--- src/rtl/mvelim_pkg.sv ---
package mvelim_pkg;

    typedef enum logic [2:0] {
        VD_ACCEPT        = 3'd0,
        VD_REJECT_XFILE  = 3'd1,
        VD_REJECT_PART   = 3'd2,
        VD_REJECT_QUOTA  = 3'd3,
        VD_REJECT_NZERO  = 3'd4,
        VD_IDLE          = 3'd5
    } verdict_e;

endpackage

--- src/rtl/mvelim_topo.sv ---
module mvelim_topo #(
    parameter int NREG  = 32,
    parameter int GROUP = 4,
    parameter int NFILE = 4,
    parameter int IDW   = $clog2(NREG),
    parameter int FW    = $clog2(NFILE)
) (
    input  logic [IDW-1:0]  reg_id,
    output logic [FW-1:0]   file_idx,
    output logic [IDW-1:0]  ren_id,
    output logic [NREG-1:0] sub_mask,
    output logic [NREG-1:0] ren_sub_mask,
    output logic [NREG-1:0] ren_super_mask
);

    function automatic logic [NREG-1:0] subs_of(int x);
        logic [NREG-1:0] m;
        m = '0;
        if ((x % GROUP) == 0) begin
            for (int k = 1; k < GROUP; k++) m[x + k] = 1'b1;
        end
        return m;
    endfunction

    function automatic logic [NREG-1:0] supers_of(int x);
        logic [NREG-1:0] m;
        m = '0;
        if ((x % GROUP) != 0) m[x - (x % GROUP)] = 1'b1;
        return m;
    endfunction

    always_comb begin
        int r;
        int rn;
        r  = int'(reg_id);
        rn = (((r / GROUP) % 2) == 0) ? (r - (r % GROUP)) : r;
        file_idx       = FW'((r / GROUP) % NFILE);
        ren_id         = IDW'(rn);
        sub_mask       = subs_of(r);
        ren_sub_mask   = subs_of(rn);
        ren_super_mask = supers_of(rn);
    end

endmodule

--- src/rtl/mvelim_quota.sv ---
module mvelim_quota #(
    parameter int                    NFILE      = 4,
    parameter int                    QW         = 3,
    parameter logic [NFILE*QW-1:0]   FILE_QUOTA = '0,
    parameter int                    FW         = $clog2(NFILE)
) (
    input  logic          clk,
    input  logic          rst_n,
    input  logic          cycle_start,
    input  logic [FW-1:0] file_sel,
    input  logic          bump,
    output logic          quota_hit
);

    logic [NFILE-1:0] hit_vec;

    generate
        for (genvar f = 0; f < NFILE; f++) begin : g_file
            localparam logic [QW-1:0] LIM = FILE_QUOTA[f*QW +: QW];
            logic [QW-1:0] cnt;
            logic [QW-1:0] eff;
            logic          inc;

            assign inc        = bump && (file_sel == FW'(f));
            assign eff        = cycle_start ? '0 : cnt;
            assign hit_vec[f] = (LIM != '0) && (eff >= LIM);

            always_ff @(posedge clk or negedge rst_n) begin
                if (!rst_n) begin
                    cnt <= '0;
                end else if (inc && (eff != '1)) begin
                    cnt <= eff + 1'b1;
                end else begin
                    cnt <= eff;
                end
            end
        end
    endgenerate

    assign quota_hit = hit_vec[file_sel];

endmodule

--- src/rtl/mvelim_tables.sv ---
module mvelim_tables #(
    parameter int NREG = 32,
    parameter int IDW  = $clog2(NREG)
) (
    input  logic            clk,
    input  logic            rst_n,
    input  logic [NREG-1:0] mv_alias_set,
    input  logic [IDW-1:0]  mv_tgt,
    input  logic [NREG-1:0] mv_zero_upd,
    input  logic            mv_zero_val,
    input  logic [NREG-1:0] wr_alias_clr,
    input  logic [NREG-1:0] wr_zero_upd,
    input  logic            wr_zero_val,
    input  logic [IDW-1:0]  look_reg,
    output logic            look_valid,
    output logic [IDW-1:0]  look_id,
    input  logic [IDW-1:0]  zq_reg,
    output logic            zq_bit
);

    logic [NREG-1:0] alias_v;
    logic [NREG-1:0] zero_map;
    logic [IDW-1:0]  alias_id [NREG];

    always_ff @(posedge clk or negedge rst_n) begin
        if (!rst_n) begin
            alias_v  <= '0;
            zero_map <= '0;
            for (int r = 0; r < NREG; r++) alias_id[r] <= '0;
        end else begin
            for (int r = 0; r < NREG; r++) begin
                if (wr_alias_clr[r]) begin
                    alias_v[r] <= 1'b0;
                end else if (mv_alias_set[r]) begin
                    alias_v[r] <= 1'b1;
                end
                if (mv_alias_set[r]) alias_id[r] <= mv_tgt;
                if (wr_zero_upd[r]) begin
                    zero_map[r] <= wr_zero_val;
                end else if (mv_zero_upd[r]) begin
                    zero_map[r] <= mv_zero_val;
                end
            end
        end
    end

    assign look_valid = alias_v[look_reg];
    assign look_id    = alias_id[look_reg];
    assign zq_bit     = zero_map[zq_reg];

endmodule

--- src/rtl/mvelim_unit.sv ---
module mvelim_unit
    import mvelim_pkg::*;
#(
    parameter int                  NREG       = 32,
    parameter int                  GROUP      = 4,
    parameter int                  NFILE      = 4,
    parameter int                  QW         = 3,
    parameter logic [NFILE*QW-1:0] FILE_QUOTA = {3'd3, 3'd1, 3'd0, 3'd2},
    parameter logic [NFILE-1:0]    ZERO_ONLY  = 4'b1000,
    parameter logic [NREG-1:0]     MOVE_OK    = 32'h0000_0001
) (
    input  logic                    clk,
    input  logic                    rst_n,
    input  logic                    cycle_start,
    input  logic                    mv_valid,
    input  logic [$clog2(NREG)-1:0] mv_src,
    input  logic [$clog2(NREG)-1:0] mv_dst,
    input  logic                    mv_clr_super,
    input  logic                    wr_valid,
    input  logic [$clog2(NREG)-1:0] wr_reg,
    input  logic                    wr_zero_idiom,
    input  logic                    wr_clr_super,
    output logic                    mv_accept,
    output logic [2:0]              mv_verdict,
    output logic [$clog2(NREG)-1:0] mv_alias_tgt,
    output logic                    mv_zero_read,
    output logic                    mv_zero_write
);

    localparam int IDW = $clog2(NREG);
    localparam int FW  = $clog2(NFILE);

    function automatic logic [NREG-1:0] onehot(logic [IDW-1:0] id);
        return {{(NREG-1){1'b0}}, 1'b1} << id;
    endfunction

    // topology taps
    logic [FW-1:0]   src_file, dst_file, wr_file;
    logic [IDW-1:0]  src_ren, dst_ren, wr_ren;
    logic [NREG-1:0] src_sub, src_ren_sub, src_ren_super;
    logic [NREG-1:0] dst_sub, dst_ren_sub, dst_ren_super;
    logic [NREG-1:0] wr_sub, wr_ren_sub, wr_ren_super;
    logic            unused_taps;

    mvelim_topo #(.NREG(NREG), .GROUP(GROUP), .NFILE(NFILE)) u_src_map (
        .reg_id(mv_src), .file_idx(src_file), .ren_id(src_ren),
        .sub_mask(src_sub), .ren_sub_mask(src_ren_sub), .ren_super_mask(src_ren_super)
    );

    mvelim_topo #(.NREG(NREG), .GROUP(GROUP), .NFILE(NFILE)) u_dst_map (
        .reg_id(mv_dst), .file_idx(dst_file), .ren_id(dst_ren),
        .sub_mask(dst_sub), .ren_sub_mask(dst_ren_sub), .ren_super_mask(dst_ren_super)
    );

    mvelim_topo #(.NREG(NREG), .GROUP(GROUP), .NFILE(NFILE)) u_wr_map (
        .reg_id(wr_reg), .file_idx(wr_file), .ren_id(wr_ren),
        .sub_mask(wr_sub), .ren_sub_mask(wr_ren_sub), .ren_super_mask(wr_ren_super)
    );

    assign unused_taps = ^{src_sub, src_ren_sub, src_ren_super, wr_file};

    // table and quota state
    logic            look_valid;
    logic [IDW-1:0]  look_id;
    logic            src_zero;
    logic            quota_hit;
    logic [NREG-1:0] mv_alias_set, mv_zero_upd, wr_alias_clr, wr_zero_upd;
    verdict_e        verdict;

    mvelim_tables #(.NREG(NREG)) u_tables (
        .clk(clk), .rst_n(rst_n),
        .mv_alias_set(mv_alias_set), .mv_tgt(mv_alias_tgt),
        .mv_zero_upd(mv_zero_upd), .mv_zero_val(mv_zero_write),
        .wr_alias_clr(wr_alias_clr), .wr_zero_upd(wr_zero_upd),
        .wr_zero_val(wr_zero_idiom),
        .look_reg(src_ren), .look_valid(look_valid), .look_id(look_id),
        .zq_reg(mv_src), .zq_bit(src_zero)
    );

    mvelim_quota #(.NFILE(NFILE), .QW(QW), .FILE_QUOTA(FILE_QUOTA)) u_quota (
        .clk(clk), .rst_n(rst_n), .cycle_start(cycle_start),
        .file_sel(src_file), .bump(mv_accept), .quota_hit(quota_hit)
    );

    // verdict selection: first failing rule wins
    always_comb begin
        if (!mv_valid) begin
            verdict = VD_IDLE;
        end else if (src_file != dst_file) begin
            verdict = VD_REJECT_XFILE;
        end else if ((dst_ren != mv_dst) && !(MOVE_OK[dst_ren] && mv_clr_super)) begin
            verdict = VD_REJECT_PART;
        end else if (quota_hit) begin
            verdict = VD_REJECT_QUOTA;
        end else if (ZERO_ONLY[src_file] && !src_zero) begin
            verdict = VD_REJECT_NZERO;
        end else begin
            verdict = VD_ACCEPT;
        end
    end

    // outputs per verdict
    always_comb begin
        mv_accept     = 1'b0;
        mv_zero_read  = 1'b0;
        mv_zero_write = 1'b0;
        mv_alias_tgt  = look_valid ? look_id : src_ren;
        unique case (verdict)
            VD_ACCEPT: begin
                mv_accept     = 1'b1;
                mv_zero_read  = src_zero;
                mv_zero_write = src_zero;
            end
            VD_REJECT_XFILE, VD_REJECT_PART, VD_REJECT_QUOTA,
            VD_REJECT_NZERO, VD_IDLE: begin
                mv_accept = 1'b0;
            end
            default: begin
                mv_accept = 1'b0;
            end
        endcase
    end

    assign mv_verdict = verdict;

    // update masks applied at the next edge
    always_comb begin
        mv_alias_set = '0;
        mv_zero_upd  = '0;
        wr_alias_clr = '0;
        wr_zero_upd  = '0;
        if (mv_accept) begin
            mv_alias_set = onehot(dst_ren) | dst_ren_sub;
            mv_zero_upd  = mv_clr_super ? (onehot(dst_ren) | dst_ren_sub | dst_ren_super)
                                        : (onehot(mv_dst) | dst_sub);
        end
        if (wr_valid) begin
            wr_alias_clr = onehot(wr_ren) | wr_ren_sub | (wr_clr_super ? wr_ren_super : '0);
            wr_zero_upd  = wr_clr_super ? (onehot(wr_ren) | wr_ren_sub | wr_ren_super)
                                        : (onehot(wr_reg) | wr_sub);
        end
    end

endmodule

--- config.mk ---
export PLATFORM = sky130hd
export DESIGN_NAME = mvelim_unit
export DESIGN_NICKNAME = d
export VERILOG_FILES = /design/src/rtl/mvelim_pkg.sv /design/src/rtl/mvelim_topo.sv /design/src/rtl/mvelim_quota.sv /design/src/rtl/mvelim_tables.sv /design/src/rtl/mvelim_unit.sv
export SDC_FILE = /design/constraint.sdc
export NUM_CORES = 1
export LEC_CHECK = 0
export BUFFER_PORTS_ARGS = -buffer_cell sky130_fd_sc_hd__buf_2
export CAP_MARGIN = 20
export CORE_ASPECT_RATIO = 0.75
export CORE_MARGIN = 2
export CORE_UTILIZATION = 60
export DETAILED_ROUTE_END_ITERATION = 8
export PLACE_DENSITY_LB_ADDON = 0.12
export REMOVE_ABC_BUFFERS = 1
export SETUP_SLACK_MARGIN = 0.1
export SYNTH_ARGS = -nofsm -noshare
export SYNTH_HDL_FRONTEND = slang
export SYNTH_SLANG_ARGS = --single-unit
--- constraint.sdc ---
create_clock -name clk -period 7.74 [get_ports clk]
set_input_delay 0.387 -clock clk [delete_from_list [all_inputs] [get_ports clk]]
set_output_delay 0.387 -clock clk [all_outputs]
set_load 0.05 [all_outputs]
==> metrics.md <==
| Metric | Value |
|---|---|
| Mean routed wirelength per cell | `20.4 um` |
| Most Crowded Layer GR | `met1` |
| Final period util | `0.536` |
| Final hold violations | `0` |
| Syn Inst Count | `between 1,000 and 1,500` |
| Iter 0 DRT Violations | `around 1,400` |
| Vias in the first global route | `slightly below 10,000` |
| GR Util met3 | `0.0918` |
| Antenna Cells | `0` |
| Largest net degree at the start of global routing | `88` |
| Syn Area/Cell | `just under 9 um^2` |
| Crit path top cell by count | `buf_2` |
| Post-synthesis adder-cell area fraction | `0.101` |
| Final wirelength | `roughly 34 mm` |
| CP bufs+invs | `4` |
| Io pins | `34` |
| Grt ovf | `0` |
| Avg Vias per Cell | `6.27` |
| Fmax | `about 240 MHz` |
| Fin crit period | `4150 ps` |
| Crit path cell chain | `buf_2 > and2_1 > buf_4 > nand2_1 > a21oi_1 > a2111oi_4 > nor2_2 > mux2i_2 > inv_2 > buf_2` |
| Netlist cell types | `84` |
| XOR/XNOR share of the synthesized area | `0.00743` |
| Die Y | `roughly 130 um` |
| Max Clock Skew | `17.5 ps` |
| Final Non-Filler Cells | `1,646` |
| Die area | `20,800 um^2` |
| Fillers | `~1,600` |
| Pre-antenna DRT Iters | `6` |
| Clock Path Buffers | `2` |
| GRT Total Usage | `0.332` |
| Mux share of post-synthesis cell area | `0.118` |
| Initial core utilization | `0.610` |
| Synth Area in Simple Gates | `0.185` |
| DRC | `0` |
| Total number of vias | `~10,000` |
| CP top delay family | `buffers and inverters` |
| Worst-path fanout max | `24` |
| Slew headroom | `0.263` |
| Slowest-stage cell, CP | `mux2i_2` |
| Clk_lat worst skew | `around 430 ps` |
| Status | `completed` |
| Worst setup SP type | `primary input` |
| Area growth from synthesis to layout | `9.14%` |
| Largest family of logic cells by synthesized area | `compound AO/OA/AOI/OAI gates` |
| # nets final | `1,499` |
| Ys flop type | `dfrtp_1` |
| CTS HTree Levels | `4` |
| Hold_buf cts | `0` |
| Worst setup EP type | `output pin` |
| CP arrival | `approximately 3800 ps` |
| Yosys warnings | `0` |
| Pwr Density | `about 190 nW/um^2` |
| Port Buffers | `33` |
| #FFs+latches synth | `161` |
| Required time of the critical path | `between 7000 and 8000 ps` |
| Leakage power | `roughly 5.7 nW` |
| Placed insts | `1,615` |
| Total of max-cap violations | `0` |
| Antenna Nets Post-Route | `0` |
| TritonCTS clock tree | `done` |
| Post-DP HPWL | `about 24 mm` |
| Max Slew Vio Count | `0` |
| Layout cell share with drive strength beyond 1 | `0.131` |
| Register area share after synthesis | `0.342` |
| Crit Path Class | `primary input to output pin` |
| Std-Cell Rows | `44` |
| Slowest cell delay on critical path | `between 800 and 900 ps` |
| Min-Delay Path Class | `primary input to async pin` |
| Final setup viols | `0` |
| Root Driver | `clkbuf_16` |
| Met1 Use GR | `0.504` |
| Clk pin slew, worst setup/hold paths | `around 60 ps` |
| Met2 Track Usage GR | `0.475` |
| Total core area | `approximately 19,000 um^2` |
| Post-synthesis compound-gate area fraction | `0.190` |
| EDFF count, synth | `0` |
| TNS Setup | `0 ps` |
| Post-cts resize count | `0` |
| Worst Tran Pin Value | `approximately 1100 ps` |
| First-pass GRT wire length | `between 50 and 60 mm` |
| Post-CTS setup buffer count | `0` |
| Num CTS Buffers | `17` |
| RSZ-0062 raised after global routing | `false` |
| Peak supply drop | `between 150 and 200 uV` |
| Initial antenna violation count | `0` |
| Die X-Extent | `about 170 um` |
| Post-synthesis cell area | `11,800 um^2` |
| Async SR Flop Fraction | `1.00` |
| Clk sinks | `approximately 160` |
| RePlAce Congestion | `about 0.95` |
[per-stage QoR]
step | utilization | worst slack (ps) | total power, mW | hold WS (ps) | area [um^2]
after CTS | 0.665 | 3630 | 2.42 | 61.3 | 12900
after detailed placement | 0.633 | 3650 | 1.53 | 465 | 12200
after global routing | 0.665 | 3360 | 2.54 | 88.7 | 12900
final | 0.665 | 3590 | 2.43 | 32.7 | 12900
after global placement | 0.633 | 3670 | 1.51 | 456 | 12200
after floorplan | - | 3380 | 1.34 | 91.4 | 11700
[power breakdown]
group	internal, mW	leakage [nW]	switching [mW]
clock network	0.518	0.296	0.382
logic	0.210	3.24	0.323
registers	0.939	2.13	0.0597
[synthesized netlist by cell type, drive strengths merged, types with 20 or more instances]
cell type | count | area share
nand2 | 196 | 0.063
dfrtp | 161 | 0.34
o21ai | 151 | 0.064
ha | 95 | 0.10
clkbuf | 72 | 0.023
nor2 | 69 | 0.023
mux2 | 62 | 0.059
a21oi | 60 | 0.025
inv | 49 | 0.016
buf | 33 | 0.016
nand3 | 30 | 0.013
nor3 | 28 | 0.012
mux4 | 21 | 0.040
mux2i | 20 | 0.019
[layout make-up]
type	count	area, um^2	area share
inverters	52	195	0.0152
repair buffers	41	231	0.0180
clock inverters	14	194	0.0151
clock buffers	17	425	0.0331
multi-input cells	1108	7470	0.581
flip-flops and latches	161	4030	0.313
well taps	253	317	0.0246
[cells in the final DEF, fill, tap and decap left out, types with 32 or more instances in the layout]
| cell type | synthesis | layout |
|---|---|---|
| mux2_2 | 61 | 61 |
| nand2_1 | 195 | 195 |
| dfrtp_1 | 161 | 161 |
| conb_1 | 2 | 99 |
| nor2_1 | 66 | 66 |
| ha_1 | 95 | 95 |
| inv_1 | 47 | 47 |
| buf_2 | 24 | 32 |
| a21oi_1 | 60 | 60 |
| o21ai_0 | 149 | 149 |
[kinds of logic (layout without fill, tap and decap cells)]
kind of cell | Yosys count | after routing
xor+xnor | 10 | 10
other cells | 2 | 99
buf+inv | 157 | 124
fa+ha+maj | 95 | 95
mux | 103 | 103
flops | 161 | 161
simple gates | 447 | 447
compound gates | 354 | 354
[registers in the layout, indices dropped and copies added (netlist names)]
name and count:
u_tables.alias_v 20, u_quota.g_file.cnt 9, u_tables.zero_map 32, u_tables.alias_id 100
[routing by layer]
metal,part of all wire,vias up
li1,-,4835
met1,0.46,4926
met5,0,-
met4,0.019,0
met3,0.11,59
met2,0.42,501
[worst paths after layout]
| path | startpoint | to | slack (ps) | cells after the start |
|---|---|---|---|---|
| max | mv_src[0] | mv_alias_tgt[1] | 3590 | 10 |
| min | rst_n | u_tables.zero_map[10]$_DFFE_PN0P_ | 30 | 1 |
| max reg2reg | u_quota.g_file[0].cnt[1]$_DFF_PN0_ | u_tables.alias_id[133]$_DFFE_PN0P_ | 4230 | 8 |
| min reg2reg | u_tables.alias_id[16]$_DFFE_PN0P_ | u_tables.alias_id[16]$_DFFE_PN0P_ | 480 | 2 |
| max in group asynchronous | rst_n | u_tables.alias_id[136]$_DFFE_PN0P_ | 6210 | 2 |
| min in group clk | cycle_start | u_quota.g_file[3].cnt[0]$_DFF_PN0_ | 420 | 3 |
No activity file was read; power rests on OpenSTA's default activity.
